==> config.mk <==
export PLATFORM = sky130hd
export DESIGN_NAME = sdbk_row_manager
export DESIGN_NICKNAME = d
export VERILOG_FILES = /design/src/rtl/sdbk_pkg.sv /design/src/rtl/sdbk_bank_track.sv /design/src/rtl/sdbk_sched.sv /design/src/rtl/sdbk_row_manager.sv
export SDC_FILE = /design/constraint.sdc
export NUM_CORES = 1
export LEC_CHECK = 0
export ABC_AREA = 1
export BUFFER_PORTS_ARGS = -buffer_cell sky130_fd_sc_hd__clkbuf_2
export CAP_MARGIN = 20
export CORE_MARGIN = 1.5
export CORE_UTILIZATION = 36
export CTS_CLUSTER_DIAMETER = 100
export CTS_CLUSTER_SIZE = 10
export DETAILED_ROUTE_END_ITERATION = 7
export PLACE_DENSITY_LB_ADDON = 0.2
export SLEW_MARGIN = 5
export SYNTH_ARGS = -nofsm -noshare
export SYNTH_HDL_FRONTEND = slang
export SYNTH_SLANG_ARGS = --single-unit
==> constraint.sdc <==
create_clock -name clk -period 2.09 [get_ports clk]
set_input_delay 0.1045 -clock clk [delete_from_list [all_inputs] [get_ports clk]]
set_output_delay 0.1045 -clock clk [all_outputs]
set_load 0.005 [all_outputs]
==> src/rtl/sdbk_pkg.sv <==
// Shared definitions for the SDRAM open-row bank manager.
// Assumes: command encoding is fixed by the downstream command driver.
package sdbk_pkg;

    typedef enum logic [1:0] {
        CMD_NOP = 2'd0,
        CMD_ACT = 2'd1,
        CMD_PRE = 2'd2,
        CMD_REF = 2'd3
    } sdbk_cmd_e;

    // Address bit that selects all banks on a precharge
    localparam int ALL_BANK_BIT = 10;

    function automatic int imax(input int a, input int b);
        return (a > b) ? a : b;
    endfunction

endpackage

==> src/rtl/sdbk_bank_track.sv <==
// Per-bank state: open flag, open row and three timing down-counters.
// Assumes: the scheduler never asserts act_i together with pre_i/apre_i,
// and every timing parameter is at least 1.
module sdbk_bank_track #(
    parameter int ROW_W  = 13,
    parameter int CNT_W  = 4,
    parameter int T_RCD  = 3,
    parameter int T_RP   = 3,
    parameter int T_RAS  = 7,
    parameter int T_APRE = 5
) (
    input  logic             clk,
    input  logic             rst_n,
    input  logic             act_i,
    input  logic             pre_i,
    input  logic             apre_i,
    input  logic [ROW_W-1:0] row_i,
    output logic             open_o,
    output logic [ROW_W-1:0] row_o,
    output logic             col_ok_o,
    output logic             pre_ok_o,
    output logic             act_ok_o
);

    localparam logic [CNT_W-1:0] RCD_LD  = CNT_W'(T_RCD - 1);
    localparam logic [CNT_W-1:0] RP_LD   = CNT_W'(T_RP - 1);
    localparam logic [CNT_W-1:0] RAS_LD  = CNT_W'(T_RAS - 1);
    localparam logic [CNT_W-1:0] APRE_LD = CNT_W'(T_APRE - 1);

    logic [CNT_W-1:0] rcd_cnt, ras_cnt, rp_cnt;

    // Open flag and open row follow activate and both kinds of close
    always_ff @(posedge clk) begin
        if (!rst_n) begin
            open_o <= 1'b0;
            row_o  <= '0;
        end else if (act_i) begin
            open_o <= 1'b1;
            row_o  <= row_i;
        end else if (pre_i || apre_i) begin
            open_o <= 1'b0;
        end
    end

    // Activate-to-column and activate-to-precharge counters
    always_ff @(posedge clk) begin
        if (!rst_n) begin
            rcd_cnt <= '0;
            ras_cnt <= '0;
        end else if (act_i) begin
            rcd_cnt <= RCD_LD;
            ras_cnt <= RAS_LD;
        end else begin
            if (rcd_cnt != '0) rcd_cnt <= rcd_cnt - 1'b1;
            if (ras_cnt != '0) ras_cnt <= ras_cnt - 1'b1;
        end
    end

    // Close-to-activate counter, loaded by precharge or auto-precharge
    always_ff @(posedge clk) begin
        if (!rst_n)            rp_cnt <= '0;
        else if (pre_i)        rp_cnt <= RP_LD;
        else if (apre_i)       rp_cnt <= APRE_LD;
        else if (rp_cnt != '0) rp_cnt <= rp_cnt - 1'b1;
    end

    assign col_ok_o = (rcd_cnt == '0);
    assign pre_ok_o = (ras_cnt == '0);
    assign act_ok_o = !open_o && (rp_cnt == '0);

endmodule

==> src/rtl/sdbk_sched.sv <==
// Request slot, refresh bookkeeping and per-cycle command decision.
// Assumes: bank state arrives from sdbk_bank_track instances; the
// command decision depends only on registers plus xfer_ready.
module sdbk_sched
    import sdbk_pkg::*;
#(
    parameter int NBANK  = 4,
    parameter int BA_W   = 2,
    parameter int ROW_W  = 13,
    parameter int COL_W  = 10,
    parameter int LEN_W  = 4,
    parameter int ADDR_W = 13,
    parameter int CNT_W  = 4,
    parameter int T_RFC  = 8
) (
    input  logic                   clk,
    input  logic                   rst_n,
    input  logic                   req_valid,
    output logic                   req_ready,
    input  logic [BA_W-1:0]        req_bank,
    input  logic [ROW_W-1:0]       req_row,
    input  logic [COL_W-1:0]       req_col,
    input  logic                   req_write,
    input  logic [LEN_W-1:0]       req_len,
    input  logic                   req_autopre,
    input  logic                   ref_req,
    output logic                   ref_ack,
    output logic [1:0]             cmd_code,
    output logic [BA_W-1:0]        cmd_bank,
    output logic [ADDR_W-1:0]      cmd_addr,
    output logic                   xfer_valid,
    input  logic                   xfer_ready,
    output logic [BA_W-1:0]        xfer_bank,
    output logic [COL_W-1:0]       xfer_col,
    output logic                   xfer_write,
    output logic [LEN_W-1:0]       xfer_len,
    output logic                   xfer_autopre,
    input  logic [NBANK-1:0]       bank_open,
    input  logic [NBANK*ROW_W-1:0] bank_row,
    input  logic [NBANK-1:0]       bank_col_ok,
    input  logic [NBANK-1:0]       bank_pre_ok,
    input  logic [NBANK-1:0]       bank_act_ok,
    output logic [NBANK-1:0]       act_v,
    output logic [NBANK-1:0]       pre_v,
    output logic [NBANK-1:0]       apre_v,
    output logic [ROW_W-1:0]       act_row
);

    localparam logic [CNT_W-1:0] RFC_LD = CNT_W'(T_RFC - 1);

    logic               s_valid;
    logic [BA_W-1:0]    s_bank;
    logic [ROW_W-1:0]   s_row;
    logic [COL_W-1:0]   s_col;
    logic               s_write;
    logic [LEN_W-1:0]   s_len;
    logic               s_ap;
    logic               ref_pend;
    logic [CNT_W-1:0]   rfc_cnt;
    logic               take, issue_ref, accept;
    logic [ROW_W-1:0]   cur_row;
    sdbk_cmd_e          cmd;

    assign req_ready = !s_valid && !ref_pend;
    assign accept    = req_valid && req_ready;
    assign cur_row   = bank_row[s_bank*ROW_W +: ROW_W];

    // Hold one accepted access until it is handed to the transfer stage
    always_ff @(posedge clk) begin
        if (!rst_n) begin
            s_valid <= 1'b0;
            s_bank  <= '0;
            s_row   <= '0;
            s_col   <= '0;
            s_write <= 1'b0;
            s_len   <= '0;
            s_ap    <= 1'b0;
        end else if (accept) begin
            s_valid <= 1'b1;
            s_bank  <= req_bank;
            s_row   <= req_row;
            s_col   <= req_col;
            s_write <= req_write;
            s_len   <= req_len;
            s_ap    <= req_autopre;
        end else if (take) begin
            s_valid <= 1'b0;
        end
    end

    // Remember a refresh pulse until the refresh command goes out
    always_ff @(posedge clk) begin
        if (!rst_n) ref_pend <= 1'b0;
        else        ref_pend <= ref_req || (ref_pend && !issue_ref);
    end

    // Refresh recovery counter, shared by all banks
    always_ff @(posedge clk) begin
        if (!rst_n)             rfc_cnt <= '0;
        else if (issue_ref)     rfc_cnt <= RFC_LD;
        else if (rfc_cnt != '0) rfc_cnt <= rfc_cnt - 1'b1;
    end

    // Pick this cycle's row command or hand-off from slot and bank state
    always_comb begin
        cmd        = CMD_NOP;
        cmd_bank   = '0;
        cmd_addr   = '0;
        act_v      = '0;
        pre_v      = '0;
        apre_v     = '0;
        xfer_valid = 1'b0;
        issue_ref  = 1'b0;
        take       = 1'b0;
        if (!s_valid && ref_pend) begin
            if (|bank_open) begin
                if ((bank_open & ~bank_pre_ok) == '0) begin
                    cmd                    = CMD_PRE;
                    cmd_addr[ALL_BANK_BIT] = 1'b1;
                    pre_v                  = '1;
                end
            end else if ((&bank_act_ok) && (rfc_cnt == '0)) begin
                cmd       = CMD_REF;
                issue_ref = 1'b1;
            end
        end else if (s_valid) begin
            if (bank_open[s_bank]) begin
                if (cur_row == s_row) begin
                    if (bank_col_ok[s_bank]) begin
                        xfer_valid = 1'b1;
                        if (xfer_ready) begin
                            take           = 1'b1;
                            apre_v[s_bank] = s_ap;
                        end
                    end
                end else if (bank_pre_ok[s_bank]) begin
                    cmd           = CMD_PRE;
                    cmd_bank      = s_bank;
                    pre_v[s_bank] = 1'b1;
                end
            end else if (bank_act_ok[s_bank] && (rfc_cnt == '0)) begin
                cmd           = CMD_ACT;
                cmd_bank      = s_bank;
                cmd_addr      = ADDR_W'(s_row);
                act_v[s_bank] = 1'b1;
            end
        end
    end

    assign cmd_code     = cmd;
    assign ref_ack      = issue_ref;
    assign act_row      = s_row;
    assign xfer_bank    = s_bank;
    assign xfer_col     = s_col;
    assign xfer_write   = s_write;
    assign xfer_len     = s_len;
    assign xfer_autopre = s_ap;

endmodule

==> src/rtl/sdbk_row_manager.sv <==
// Top of the open-row bank manager: one tracker per bank plus the
// scheduler. Assumes: all timing parameters are at least 2 and
// ROW_W is at least 11 so the all-bank address bit exists.
module sdbk_row_manager
    import sdbk_pkg::*;
#(
    parameter int NBANK  = 4,
    parameter int ROW_W  = 13,
    parameter int COL_W  = 10,
    parameter int LEN_W  = 4,
    parameter int T_RCD  = 3,
    parameter int T_RP   = 3,
    parameter int T_RAS  = 7,
    parameter int T_RFC  = 8,
    parameter int T_APRE = 5,
    localparam int BA_W   = $clog2(NBANK),
    localparam int ADDR_W = imax(ROW_W, ALL_BANK_BIT + 1)
) (
    input  logic              clk,
    input  logic              rst_n,
    input  logic              req_valid,
    output logic              req_ready,
    input  logic [BA_W-1:0]   req_bank,
    input  logic [ROW_W-1:0]  req_row,
    input  logic [COL_W-1:0]  req_col,
    input  logic              req_write,
    input  logic [LEN_W-1:0]  req_len,
    input  logic              req_autopre,
    input  logic              ref_req,
    output logic              ref_ack,
    output logic [1:0]        cmd_code,
    output logic [BA_W-1:0]   cmd_bank,
    output logic [ADDR_W-1:0] cmd_addr,
    output logic              xfer_valid,
    input  logic              xfer_ready,
    output logic [BA_W-1:0]   xfer_bank,
    output logic [COL_W-1:0]  xfer_col,
    output logic              xfer_write,
    output logic [LEN_W-1:0]  xfer_len,
    output logic              xfer_autopre
);

    localparam int TMAX  = imax(imax(imax(T_RCD, T_RP), imax(T_RAS, T_RFC)), T_APRE);
    localparam int CNT_W = $clog2(TMAX + 1);

    logic [NBANK-1:0]       bank_open, bank_col_ok, bank_pre_ok, bank_act_ok;
    logic [NBANK-1:0]       act_v, pre_v, apre_v;
    logic [NBANK*ROW_W-1:0] bank_row;
    logic [ROW_W-1:0]       act_row;

    for (genvar b = 0; b < NBANK; b++) begin : g_bank
        sdbk_bank_track #(
            .ROW_W (ROW_W), .CNT_W(CNT_W), .T_RCD(T_RCD),
            .T_RP  (T_RP),  .T_RAS(T_RAS), .T_APRE(T_APRE)
        ) u_bank (
            .clk      (clk),
            .rst_n    (rst_n),
            .act_i    (act_v[b]),
            .pre_i    (pre_v[b]),
            .apre_i   (apre_v[b]),
            .row_i    (act_row),
            .open_o   (bank_open[b]),
            .row_o    (bank_row[b*ROW_W +: ROW_W]),
            .col_ok_o (bank_col_ok[b]),
            .pre_ok_o (bank_pre_ok[b]),
            .act_ok_o (bank_act_ok[b])
        );
    end

    sdbk_sched #(
        .NBANK(NBANK), .BA_W(BA_W), .ROW_W(ROW_W), .COL_W(COL_W),
        .LEN_W(LEN_W), .ADDR_W(ADDR_W), .CNT_W(CNT_W), .T_RFC(T_RFC)
    ) u_sched (
        .clk          (clk),
        .rst_n        (rst_n),
        .req_valid    (req_valid),
        .req_ready    (req_ready),
        .req_bank     (req_bank),
        .req_row      (req_row),
        .req_col      (req_col),
        .req_write    (req_write),
        .req_len      (req_len),
        .req_autopre  (req_autopre),
        .ref_req      (ref_req),
        .ref_ack      (ref_ack),
        .cmd_code     (cmd_code),
        .cmd_bank     (cmd_bank),
        .cmd_addr     (cmd_addr),
        .xfer_valid   (xfer_valid),
        .xfer_ready   (xfer_ready),
        .xfer_bank    (xfer_bank),
        .xfer_col     (xfer_col),
        .xfer_write   (xfer_write),
        .xfer_len     (xfer_len),
        .xfer_autopre (xfer_autopre),
        .bank_open    (bank_open),
        .bank_row     (bank_row),
        .bank_col_ok  (bank_col_ok),
        .bank_pre_ok  (bank_pre_ok),
        .bank_act_ok  (bank_act_ok),
        .act_v        (act_v),
        .pre_v        (pre_v),
        .apre_v       (apre_v),
        .act_row      (act_row)
    );

endmodule

==> results of run 1 <==
==> routing by layer <==
| layer | share of wire, % | up-vias | global-route usage [%] |
|---|---|---|---|
| met5 | 0 | - | 0 |
| met4 | 2.5 | 0 | 8.36 |
| met3 | 4.3 | 44 | 3.74 |
| met2 | 47 | 180 | 33.9 |
| met1 | 46 | 2974 | 27.7 |
| li1 | - | 3295 | - |
==> worst register-to-register path, cell delays in order, from the launching register on <==
cell      delay, ns
dfxtp_4        0.43
clkinv_8       0.11
buf_12         0.15
nand2_1        0.06
nand2_1        0.05
nand2_1        0.08
nand2_1        0.05
nand2_1        0.05
nand2_1        0.08
nor2_2         0.10
nand2_1        0.08
nor2_2         0.14
nand2_2        0.10
buf_6          0.13
buf_6          0.10
buf_6          0.11
inv_4          0.06
nand4_1        0.17
a21oi_2        0.16
nor2_1         0.04
==> state kept, by name, summed over array words and instances, names as in the netlist, 4 cells and up <==
register and flops:
g_bank.u_bank.rp_cnt 16, g_bank.u_bank.open_o 4, u_sched.xfer_len 4, g_bank.u_bank.rcd_cnt 16, u_sched.xfer_col 10, g_bank.u_bank.row_o 52, u_sched.act_row 13, u_sched.rfc_cnt 4
g_bank.u_bank.ras_cnt 16
==> cell type report <==
cell class                 count  area (µm²)
sequential                   141        2830
multi-input combinational    621        3250
timing repair buffer         202        1640
clock buffer                  20         447
inverter                      98         394
tap                          220         275
clock inverter                12         163
fill                        1621        7700
==> worst max path at each step <==
| stage | startpoint | endpoint | slack (ns) | cells past startpoint |
|---|---|---|---|---|
| finish | u_sched.xfer_bank[0] | cmd_bank[1] | -0.40 | 19 |
| global route | u_sched.xfer_bank[0] | cmd_bank[1] | -0.56 | 18 |
| CTS | u_sched.xfer_bank[0] | cmd_code[1] | -0.34 | 16 |
| detailed placement | u_sched.xfer_bank[1] | g_bank[2].u_bank.row_o[1] | -0.09 | 11 |
| global placement | g_bank[2].u_bank.rp_cnt[1] | g_bank[3].u_bank.row_o[3] | -0.04 | 11 |
| floorplan | u_sched.xfer_bank[0] | g_bank[3].u_bank.rp_cnt[1] | 0.29 | 15 |
==> repair_timing <==
| item | CTS | global route |
|---|---|---|
| resized for setup | 67 | 96 |
| pin swaps | 27 | 28 |
| hold buffers | 30 | 0 |
| gates cloned | 3 | 2 |
| endpoints found under the hold margin | 30 | 0 |
| setup buffers | 17 | 10 |
| endpoints found under the setup margin | 66 | 123 |
==> cells in the final DEF, fill, tap and decap left out, drive strengths merged <==
cell / count
a21oi: 56
nand2: 224
bufinv: 3
nor4: 7
o31ai: 9
clkbuf: 93
dlygate4sd3: 30
nor3b: 3
ha: 2
nand3: 60
o21ai: 77
clkinv: 6
inv: 98
nor2: 115
nand4: 7
buf: 99
clkinvlp: 3
or2: 8
a31oi: 4
nor3: 24
a211oi: 6
xnor2: 1
dfxtp: 141
o22ai: 17
xor2: 1
==> metrics by stage <==
step | std cells | utilization (%)
3_5_place_dp | 1221 | 43.4
4_1_cts | 1303 | 51.3
2_1_floorplan | 895 | -
5_1_grt | 1314 | 53.9
3_3_place_gp | 1221 | 43.4
6_report | 1314 | 53.9
==> kinds of logic after synthesis <==
| family | count (synthesis) | synth area share, % |
|---|---|---|
| AO/OA/AOI/OAI | 169 | 14.7 |
| XOR/XNOR | 2 | 0.282 |
| adder cells (fa/ha/maj) | 2 | 0.403 |
| buffers and inverters | 133 | 8.70 |
| flip-flops | 141 | 45.5 |
| AND/OR/NAND/NOR | 448 | 30.4 |
==> power breakdown <==
part	switching [mW]	internal, mW	total (mW)	leakage [nW]
clock	1.21	1.92	3.13	0.291
combinational	1.02	0.840	1.86	2.51
sequential	0.103	2.84	2.94	1.15
total	2.33	5.60	7.93	3.95
==> out/metrics.csv, run 1 <==
stage,metric,value,unit
run_status,status,finished with violations,
run_status,violations,setup timing,
clock_tree,cts_root_buf,clkbuf_16,
critical_path,worst-path-buf-inv,5,
route,finalWirelength,18800,µm
global_route,grt_pass1_vias,5894,
sta,worstMarginPinSlew,0.542,ns
die,num_rows,47,
yosys,synthCells,895,
yosys,synthArstFlopShare,0,%
sta,slew_violations,0,
critical_path,slowest_delay,0.43,ns
critical_path,critical_path_peak_fanout,6,
route,first_pass_iters,4,
layout,fin_nets,1119,
hold_path,hold_start,req_bank[1],
yosys,synth_flop_cell,dfxtp_1,
critical_path,crit_path_frequent_cell,nand2_1,
power_and_ir_drop,ir_drop,0.600,mV
sta,relSlewSlack,63.8,%
critical_path,reg2reg_to,g_bank[3].u_bank.rp_cnt[1],
critical_path,crit_path_start_kind,flip-flop,
sta,rsz0062_at_grt,yes,
placement,port_buffers,73,
sta,setup_viol,100,
die,die_w,134,µm
layout,layout-drive-gt1-share,30.4,%
yosys,syn_nets,933,
layout,area_delta_synth_final,44.9,%
sta,max_freq,401,MHz
critical_path,path_cells,clkinv_8 -> buf_12 -> nand2_1 -> nand2_1 -> nand2_1 -> nand2_1 -> nand2_1 -> nand2_1 -> nor2_2 -> nand2_1 -> nor2_2 -> nand2_2 -> nand2_4 -> nor2_4 -> inv_2 -> nand2_2 -> inv_2 -> nor2_1 -> clkbuf_2,
clock_tree,clk_latency,0.43,ns
die,die_h,134,µm
yosys,ys_types,30,
yosys,ys_top_cells_by_area,"dfxtp_1 45%, nand2_1 13%, nor2_1 6.8%",
yosys,syn_area,6210,µm²
global_route,grt_max_degree,49,
route,wl_per_cell,14.3,µm
global_route,antenna_found_initial,0,
global_route,track_usage,21.0,%
placement,gp_congestion,0.892,
yosys,synth.most_common_cell,nand2_1,
power_and_ir_drop,leakagePower,3.95,nW
placement,dp_hpwl,12300,µm
clock_tree,path_clk_slew,0.06,ns
power_and_ir_drop,power,7.93,mW
die,initial_core_util,37.2,%
global_route,gr-total-overflow,0,
sta,fin_ws,-0.402,ns
route,vias,6493,
clock_tree,clockBufferDepth,2,
hold_path,whs_endpoint,u_sched.xfer_bank[1],
yosys,yosysSeqAreaShare,45.5,%
layout,final_area,9000,µm²
critical_path,setup.worst_path.class,reg -> out,
hold_path,hp-class,in -> reg,
critical_path,required,1.99,ns
critical_path,r2r.worst_path.cells,19,
sta,tns,-14.71,ns
sta,fin_crit,2.49,ns
hold_path,hold_depth,3,
critical_path,critPathTopFamily,simple AND/OR/NAND/NOR gates,
critical_path,rrSetupSlack,-0.31,ns
critical_path,cp_data_arrival_time,2.39,ns
route,ant_nets,0,
yosys,yosys_warnings,0,
die,core,16700,µm²
yosys,synth_commonest_cells,"220 x nand2_1, 141 x dfxtp_1, 112 x nor2_1, 94 x inv_1, 58 x o21ai_0",
clock_tree,numCtsBuffers,17,
sta,whs,0.0305,ns
global_route,grt_pass1_wl,29800,µm
clock_tree,cts_tree,done,
critical_path,rr_startpoint,u_sched.xfer_bank[0],
yosys,yosys.area.top_type,dfxtp_1,
die,die_area,18000,µm²
route,drt_iter0_markers,399,
route,viasPerCell,4.94,
power_and_ir_drop,powerDensity,882,nW/µm²
yosys,synth_edf_count,0,
layout,diodes,0,
flow_run,max_cap_viol_count,0,
sta,period_share,119,%
yosys,syn_area_per_cell,6.94,µm²
yosys,synth_top_area_share,45.5,%
placement,dp_slack,-0.0937,ns
route,route.detailed.drc,0,
sta,finalHoldViolations,0,
critical_path,cpMaxStageDelayCell,dfxtp_4,
placement,placed_cell_area,7250,µm²
yosys,synth-seq-cells,141,
sta,skew,0.00927,ns
die,ioPinCount,74,
clock_tree,clock_sinks,141,
clock_tree,htreeDepth,4,
critical_path,critPathCaptureType,output pin,
No activity file was read; power rests on OpenSTA's default activity.
==> run 2: changes to the inputs <==
--- a/config.mk
+++ b/config.mk
@@ -6,7 +6,7 @@
 export NUM_CORES = 1
 export LEC_CHECK = 0
 export ABC_AREA = 1
-export BUFFER_PORTS_ARGS = -buffer_cell sky130_fd_sc_hd__clkbuf_2
+export BUFFER_PORTS_ARGS = -buffer_cell sky130_fd_sc_hd__buf_2
 export CAP_MARGIN = 20
 export CORE_MARGIN = 1.5
 export CORE_UTILIZATION = 36
==> run 2 against run 1 <==
  * The run still ends with setup timing left
  * Critical path depth shrank 1
  * Utilization grew 1.0 points
  * Via count grew 0.88%
==> out/metrics.csv, run 2 (same netlist as run 1, synthesis figures left out) <==
stage,metric,value,unit,change
run_status,status,finished with violations,,
run_status,violations,setup timing,,
global_route,grt_pass1_vias,5965,,+1.2%
placement,dp_hpwl,12500,µm,+1.3%
die,core,16700,µm²,unchanged
critical_path,required,1.99,ns,about the same
die,num_rows,47,,unchanged
layout,mostFrequentLayoutCell,nand2_1,,
layout,fin_nets,1128,,+0.80%
sta,setup_viol,65,,-35%
die,ioPinCount,74,,unchanged
sta,fin_ws,-0.305,ns,+0.0973 ns
flow_run,max_cap_viol_count,0,,unchanged
route,viasPerCell,4.95,,+0.19%
layout,largest_reg_flops,52,,unchanged
clock_tree,clock_sinks,141,,unchanged
die,initial_core_util,37.2,%,unchanged
power_and_ir_drop,p_seq_share,37.4,%,+0.3 points
clock_tree,htreeDepth,4,,unchanged
sta,finalHoldViolations,0,,unchanged
critical_path,critical_path_peak_fanout,8,,+2
route,drt_iter0_markers,309,,-23%
route,ant_nets,0,,unchanged
clock_tree,path_clk_slew,0.06,ns,about the same
sta,fin_crit,2.39,ns,-0.0973 ns
global_route,gr-total-overflow,0,,unchanged
layout,nFillCells,1589,,-2.0%
power_and_ir_drop,power,7.85,mW,-1.0%
critical_path,path_cells,inv_8 -> buf_12 -> nand2_2 -> nand2_1 -> nand2_1 -> nand2_1 -> nand2_1 -> nand2_1 -> nor2_2 -> nand2_2 -> nor2_4 -> nand2_4 -> nand2_4 -> nor2_4 -> inv_2 -> buf_4 -> nand3_2 -> buf_2,,
global_route,gr-usage-met3,4.35,%,+0.60 points
critical_path,cpMaxStageDelayCell,dfxtp_4,,
global_route,grt-busiest-layer,met2,,
layout,final_cell_mix,"192 x nand2_1, 138 x dfxtp_1, 86 x buf_4",,
sta,relSlewSlack,59.0,%,-4.8 points
power_and_ir_drop,internal_power,5.49,mW,-1.9%
placement,gp_congestion,0.934,,+4.7%
sta,slew_violations,0,,unchanged
global_route,grt_max_degree,35,,-29%
die,die_w,134,µm,unchanged
global_route,use_met2,34.2,%,+0.28 points
route,wl_per_cell,15.0,µm,+4.6%
critical_path,crit_path_frequent_cell,nand2_1,,
power_and_ir_drop,clkPwrFrac,38.6,%,-0.9 points
critical_path,critPathTopFamily,simple AND/OR/NAND/NOR gates,,
critical_path,slowest_delay,0.43,ns,about the same
sta,worstMarginPinSlew,0.615,ns,+0.0734 ns
global_route,use_met1,26.7,%,-0.98 points
layout,top_register,g_bank.u_bank.row_o,,
hold_path,hp-class,in -> reg,,
route,vias,6550,,+0.88%
layout,area_delta_synth_final,47.7,%,
sta,rsz0062_at_grt,yes,,
sta,period_share,115,%,-4.7 points
power_and_ir_drop,leakagePower,4.03,nW,+2.2%
critical_path,crit_path_start_kind,flip-flop,,
sta,tns,-5.17,ns,+9.55 ns
power_and_ir_drop,switching_power,2.36,mW,+1.0%
critical_path,worst-path-buf-inv,5,,unchanged
route,finalWirelength,19800,µm,+5.3%
critical_path,cp_data_arrival_time,2.29,ns,-0.10 ns
global_route,track_usage,20.9,%,-0.095 points
critical_path,setup.worst_path.class,reg -> out,,
sta,max_freq,418,MHz,+4.1%
power_and_ir_drop,p_comb_share,24.0,%,+0.5 points
die,die_area,18000,µm²,unchanged
layout,diodes,0,,unchanged
route,first_pass_iters,5,,+1
clock_tree,clk_latency,0.43,ns,about the same
power_and_ir_drop,ir_drop,0.603,mV,+0.49%
die,die_h,134,µm,unchanged
global_route,grt_pass1_wl,29600,µm,-0.77%
sta,whs,0.0251,ns,-0.00535 ns
layout,layout-drive-gt1-share,32.6,%,+2.2 points
power_and_ir_drop,netSwitchingFraction,30.0,%,+0.62 points
clock_tree,numCtsBuffers,17,,unchanged
clock_tree,clockBufferDepth,2,,unchanged
power_and_ir_drop,powerDensity,856,nW/µm²,-2.9%
clock_tree,cts_tree,done,,
critical_path,critPathCaptureType,output pin,,
clock_tree,cts_root_buf,clkbuf_16,,
route,route.detailed.drc,0,,unchanged
sta,skew,0.00736,ns,-0.00191 ns
placement,port_buffers,73,,unchanged
placement,dp_slack,-0.123,ns,-0.0291 ns
global_route,antenna_found_initial,0,,unchanged
[run 2: cell count changes in the layout (fill, tap and decap cells not counted), moves of 13 or more]
cell / before / now
clkbuf_2: 71 / 0
nand2_2: 41 / 23
nor2_1: 98 / 84
buf_2: 1 / 74
o21ai_2: 4 / 19
nand2_1: 178 / 192
buf_4: 73 / 86
[run 2: timing repair]
item / in CTS / in global routing
pin swaps: 13 / 46
endpoints found under the setup margin: 75 / 119
gates resized for setup: 31 / 160
gates cloned: 0 / 6
endpoints found under the hold margin: 30 / 0
hold buffers: 30 / 0
buffers inserted: 18 / 14
[run 2: path summary, 6_finish.rpt]
| path | startpoint | to | slack, ns | cells after the start |
|---|---|---|---|---|
| min | req_row[10] | u_sched.act_row[10] | 0.03 | 3 |
| max | u_sched.xfer_bank[0] | cmd_code[1] | -0.30 | 18 |
| min reg2reg | g_bank[2].u_bank.ras_cnt[0] | g_bank[2].u_bank.ras_cnt[0] | 0.42 | 1 |
| max reg2reg | u_sched.xfer_bank[0] | g_bank[2].u_bank.row_o[6] | -0.07 | 14 |
[run 2: power by group through the flow]
stage          logic (mW)  clock network [mW]  registers, mW
3_5_place_dp         1.36                   0           2.98
5_1_grt              2.06                3.19           2.95
3_3_place_gp         1.36                   0           2.98
4_1_cts              1.50                3.08           2.93
6_report             1.88                3.03           2.94
2_1_floorplan       0.802                   0           2.96
[run 2: worst register-to-register path: cells and delay by family, from the launching register on]
kind            cells  cell delay, ns
compound gates      1            0.11
buf+inv             8            1.00
flops               1            0.39
simple gates        5            0.60
[run 2: metrics by stage]
stage	instances	cell area (µm²)	util, %
finish	1323	9170	54.9
global route	1323	9170	54.9
CTS	1303	8370	50.1
detailed placement	1223	7270	43.5
global placement	1223	7270	43.5
floorplan	895	6210	-
[run 2: routing by layer]
layer | part of all wire [%] | vias up
met4 | 2.9 | 0
met3 | 3.6 | 45
li1 | - | 3314
met1 | 46 | 3041
met5 | 0 | -
met2 | 48 | 150
[run 2: area by class of cell]
cell class / count / area [µm²] / area share [%]
Tap cell: 220 / 275 / 3.00
Multi-Input combinational cell: 621 / 3420 / 37.3
Inverter: 98 / 385 / 4.20
Clock inverter: 12 / 134 / 1.46
Timing Repair Buffer: 211 / 1670 / 18.2
Sequential cell: 141 / 2830 / 30.9
Clock buffer: 20 / 457 / 4.98
==> run 3: changes to the inputs <==
--- a/config.mk
+++ b/config.mk
@@ -14,6 +14,7 @@
 export CTS_CLUSTER_SIZE = 10
 export DETAILED_ROUTE_END_ITERATION = 7
 export PLACE_DENSITY_LB_ADDON = 0.2
+export REMOVE_ABC_BUFFERS = 1
 export SLEW_MARGIN = 5
 export SYNTH_ARGS = -nofsm -noshare
 export SYNTH_HDL_FRONTEND = slang
==> run 3 against run 2 <==
  * The flow still finishes with violations (setup timing)
  * Hold slack worse by 0.016 ns
  * Final cell count down 1.6%
  * Combinational power down 6%
  * Critical endpoint is now cmd_bank[1]
  * Register-to-register slack worse by 0.19 ns
  * Via count down 3.2%
  * Clock power down 12%
  * Clock skew up 0.0030 ns
  * Sequential cell count unchanged
  * Die area unchanged
  * Utilization down 1.9 points
  * Power down 5.9%
  * Sequential share of layout area up 1.1 points
==> out/metrics.csv, run 3 (same netlist as run 1, synthesis figures left out) <==
stage,metric,value,unit,change
die,core,16700,µm²,unchanged
flow_run,max_cap_viol_count,0,,unchanged
die,die_area,18000,µm²,unchanged
sta,finalHoldViolations,0,,unchanged
sta,fin_ws,-0.301,ns,+0.00385 ns
sta,skew,0.0104,ns,+0.00301 ns
critical_path,critical_path_peak_fanout,8,,unchanged
critical_path,crit_path_start_kind,flip-flop,,
route,vias,6340,,-3.2%
placement,dp_hpwl,12400,µm,-1.1%
global_route,track_usage,20.8,%,-0.035 points
critical_path,setup.worst_path.class,reg -> out,,
placement,gp_congestion,0.866,,-7.3%
global_route,grt_pass1_vias,5874,,-1.5%
critical_path,required,1.99,ns,about the same
critical_path,cp_data_arrival_time,2.29,ns,about the same
die,num_rows,47,,unchanged
layout,area_delta_synth_final,42.6,%,
die,die_h,134,µm,unchanged
route,route.detailed.drc,0,,unchanged
sta,max_freq,418,MHz,+0.16%
clock_tree,clockBufferDepth,2,,unchanged
layout,final_cell_mix,"194 x nand2_1, 138 x dfxtp_1, 98 x nor2_1",,
route,finalWirelength,19200,µm,-3.1%
power_and_ir_drop,leakagePower,3.90,nW,-3.3%
die,initial_core_util,37.2,%,unchanged
run_status,violations,setup timing,,
layout,final_area,8860,µm²,-3.4%
route,first_pass_iters,5,,unchanged
route,wl_per_cell,14.7,µm,-1.5%
layout,largest_reg_flops,52,,unchanged
hold_path,hp-class,in -> reg,,
global_route,grt_max_degree,43,,+23%
route,ant_nets,0,,unchanged
placement,place_inst,1215,,-0.65%
placement,port_buffers,73,,unchanged
run_status,status,finished with violations,,
global_route,antenna_found_initial,0,,unchanged
sta,worstMarginPinSlew,0.837,ns,+0.222 ns
layout,layout-drive-gt1-share,27.8,%,-4.8 points
clock_tree,cts_root_buf,clkbuf_16,,
clock_tree,cts_tree,done,,
route,viasPerCell,4.87,,-1.6%
sta,rsz0062_at_grt,yes,,
critical_path,critPathCaptureType,output pin,,
power_and_ir_drop,power,7.39,mW,-5.9%
sta,slew_violations,0,,unchanged
sta,period_share,114,%,-0.18 points
sta,fin_crit,2.39,ns,-0.00385 ns
sta,setup_viol,96,,+48%
power_and_ir_drop,powerDensity,834,nW/µm²,-2.6%
layout,fin_cells,1302,,-1.6%
layout,diodes,0,,unchanged
sta,relSlewSlack,44.1,%,-15 points
clock_tree,clk_latency,0.43,ns,about the same
layout,mostFrequentLayoutCell,nand2_1,,
placement,placed_cell_area,7200,µm²,-0.96%
layout,top_register,g_bank.u_bank.row_o,,
critical_path,rrSetupSlack,-0.26,ns,-0.19 ns
clock_tree,numCtsBuffers,17,,unchanged
die,die_w,134,µm,unchanged
clock_tree,htreeDepth,4,,unchanged
die,ioPinCount,74,,unchanged
layout,fin_nets,1108,,-1.8%
placement,dp_slack,-0.130,ns,-0.00713 ns
route,drt_iter0_markers,350,,+13%
power_and_ir_drop,ir_drop,0.612,mV,+1.6%
clock_tree,clock_sinks,141,,unchanged
global_route,grt_pass1_wl,29300,µm,-0.84%
clock_tree,path_clk_slew,0.06,ns,about the same
global_route,gr-total-overflow,0,,unchanged
-- run 3: cell count changes in the layout (fill, tap and decap cells not counted), moves of 5 or more --
cell / delta
o21ai_2: -18
nor2_4: -5
o21ai_1: +11
nor2_1: +14
buf_4: -23
nand2_2: -5
o22ai_1: +9
nor2_2: -9
o22ai_2: -9
o21ai_0: +7
-- run 3: area by class of cell --
cell class	instances	area, µm²
fill	1648	7850
multi-input combinational	621	3280
tap	220	275
clock buffer	20	447
sequential	141	2830
inverter	98	392
clock inverter	11	71.3
timing repair buffer	191	1560
-- run 3: worst paths after layout --
path,start,endpoint,depth (start not counted)
setup reg to reg,u_sched.xfer_bank[0],g_bank[1].u_bank.row_o[9],16
setup / recovery,u_sched.xfer_bank[0],cmd_bank[1],19
hold reg to reg,g_bank[0].u_bank.rcd_cnt[0],g_bank[0].u_bank.rcd_cnt[0],1
hold / removal,req_bank[1],u_sched.xfer_bank[1],3
-- run 3: through the flow --
stage / utilization (%) / hold slack, ns / setup TNS (ns)
global placement: 43.1 / 0.323 / -2.72
global route: 53.0 / 0.0878 / -22.02
floorplan: - / 0.222 / -44.86
CTS: 49.6 / 0.00432 / -5.86
detailed placement: 43.1 / 0.323 / -3.70
finish: 53.0 / 0.00944 / -10.22
-- run 3: per-layer routing --
| layer | up-vias | GRT usage (%) | wire (µm) |
|---|---|---|---|
| met2 | 130 | 34.6 | 9180 |
| met5 | - | 0 | 0 |
| met3 | 25 | 4.80 | 796 |
| met1 | 2915 | 26.6 | 8840 |
| li1 | 3270 | - | - |
| met4 | 0 | 7.23 | 380 |
-- run 3: critical path, stage by stage, from the launching register on --
cell and delay, ns:
dfxtp_4 0.43, inv_8 0.07, buf_16 0.15, nand2_4 0.04, nand2_1 0.04, nand2_1 0.06
nand2_1 0.05, nand2_1 0.07, nand2_2 0.06, nor2_4 0.14, nand2_2 0.08, nor2_4 0.12
nand2_2 0.06, nand2_2 0.09, nor2_4 0.06, inv_2 0.06, nand2_2 0.05, inv_2 0.06
nor2_2 0.03, buf_2 0.11
-- run 3: what timing repair did --
action	CTS	global route
pin swaps	9	27
setup endpoints to repair	94	122
cloned	3	5
hold endpoints to repair	30	0
setup buffers	9	13
hold buffers	30	0
gates resized for setup	39	120
-- run 3: where the power goes --
group	internal, mW	switching, mW
Combinational	0.766	1.01
Clock	1.53	1.14
Sequential	2.84	0.103
Total	5.13	2.25
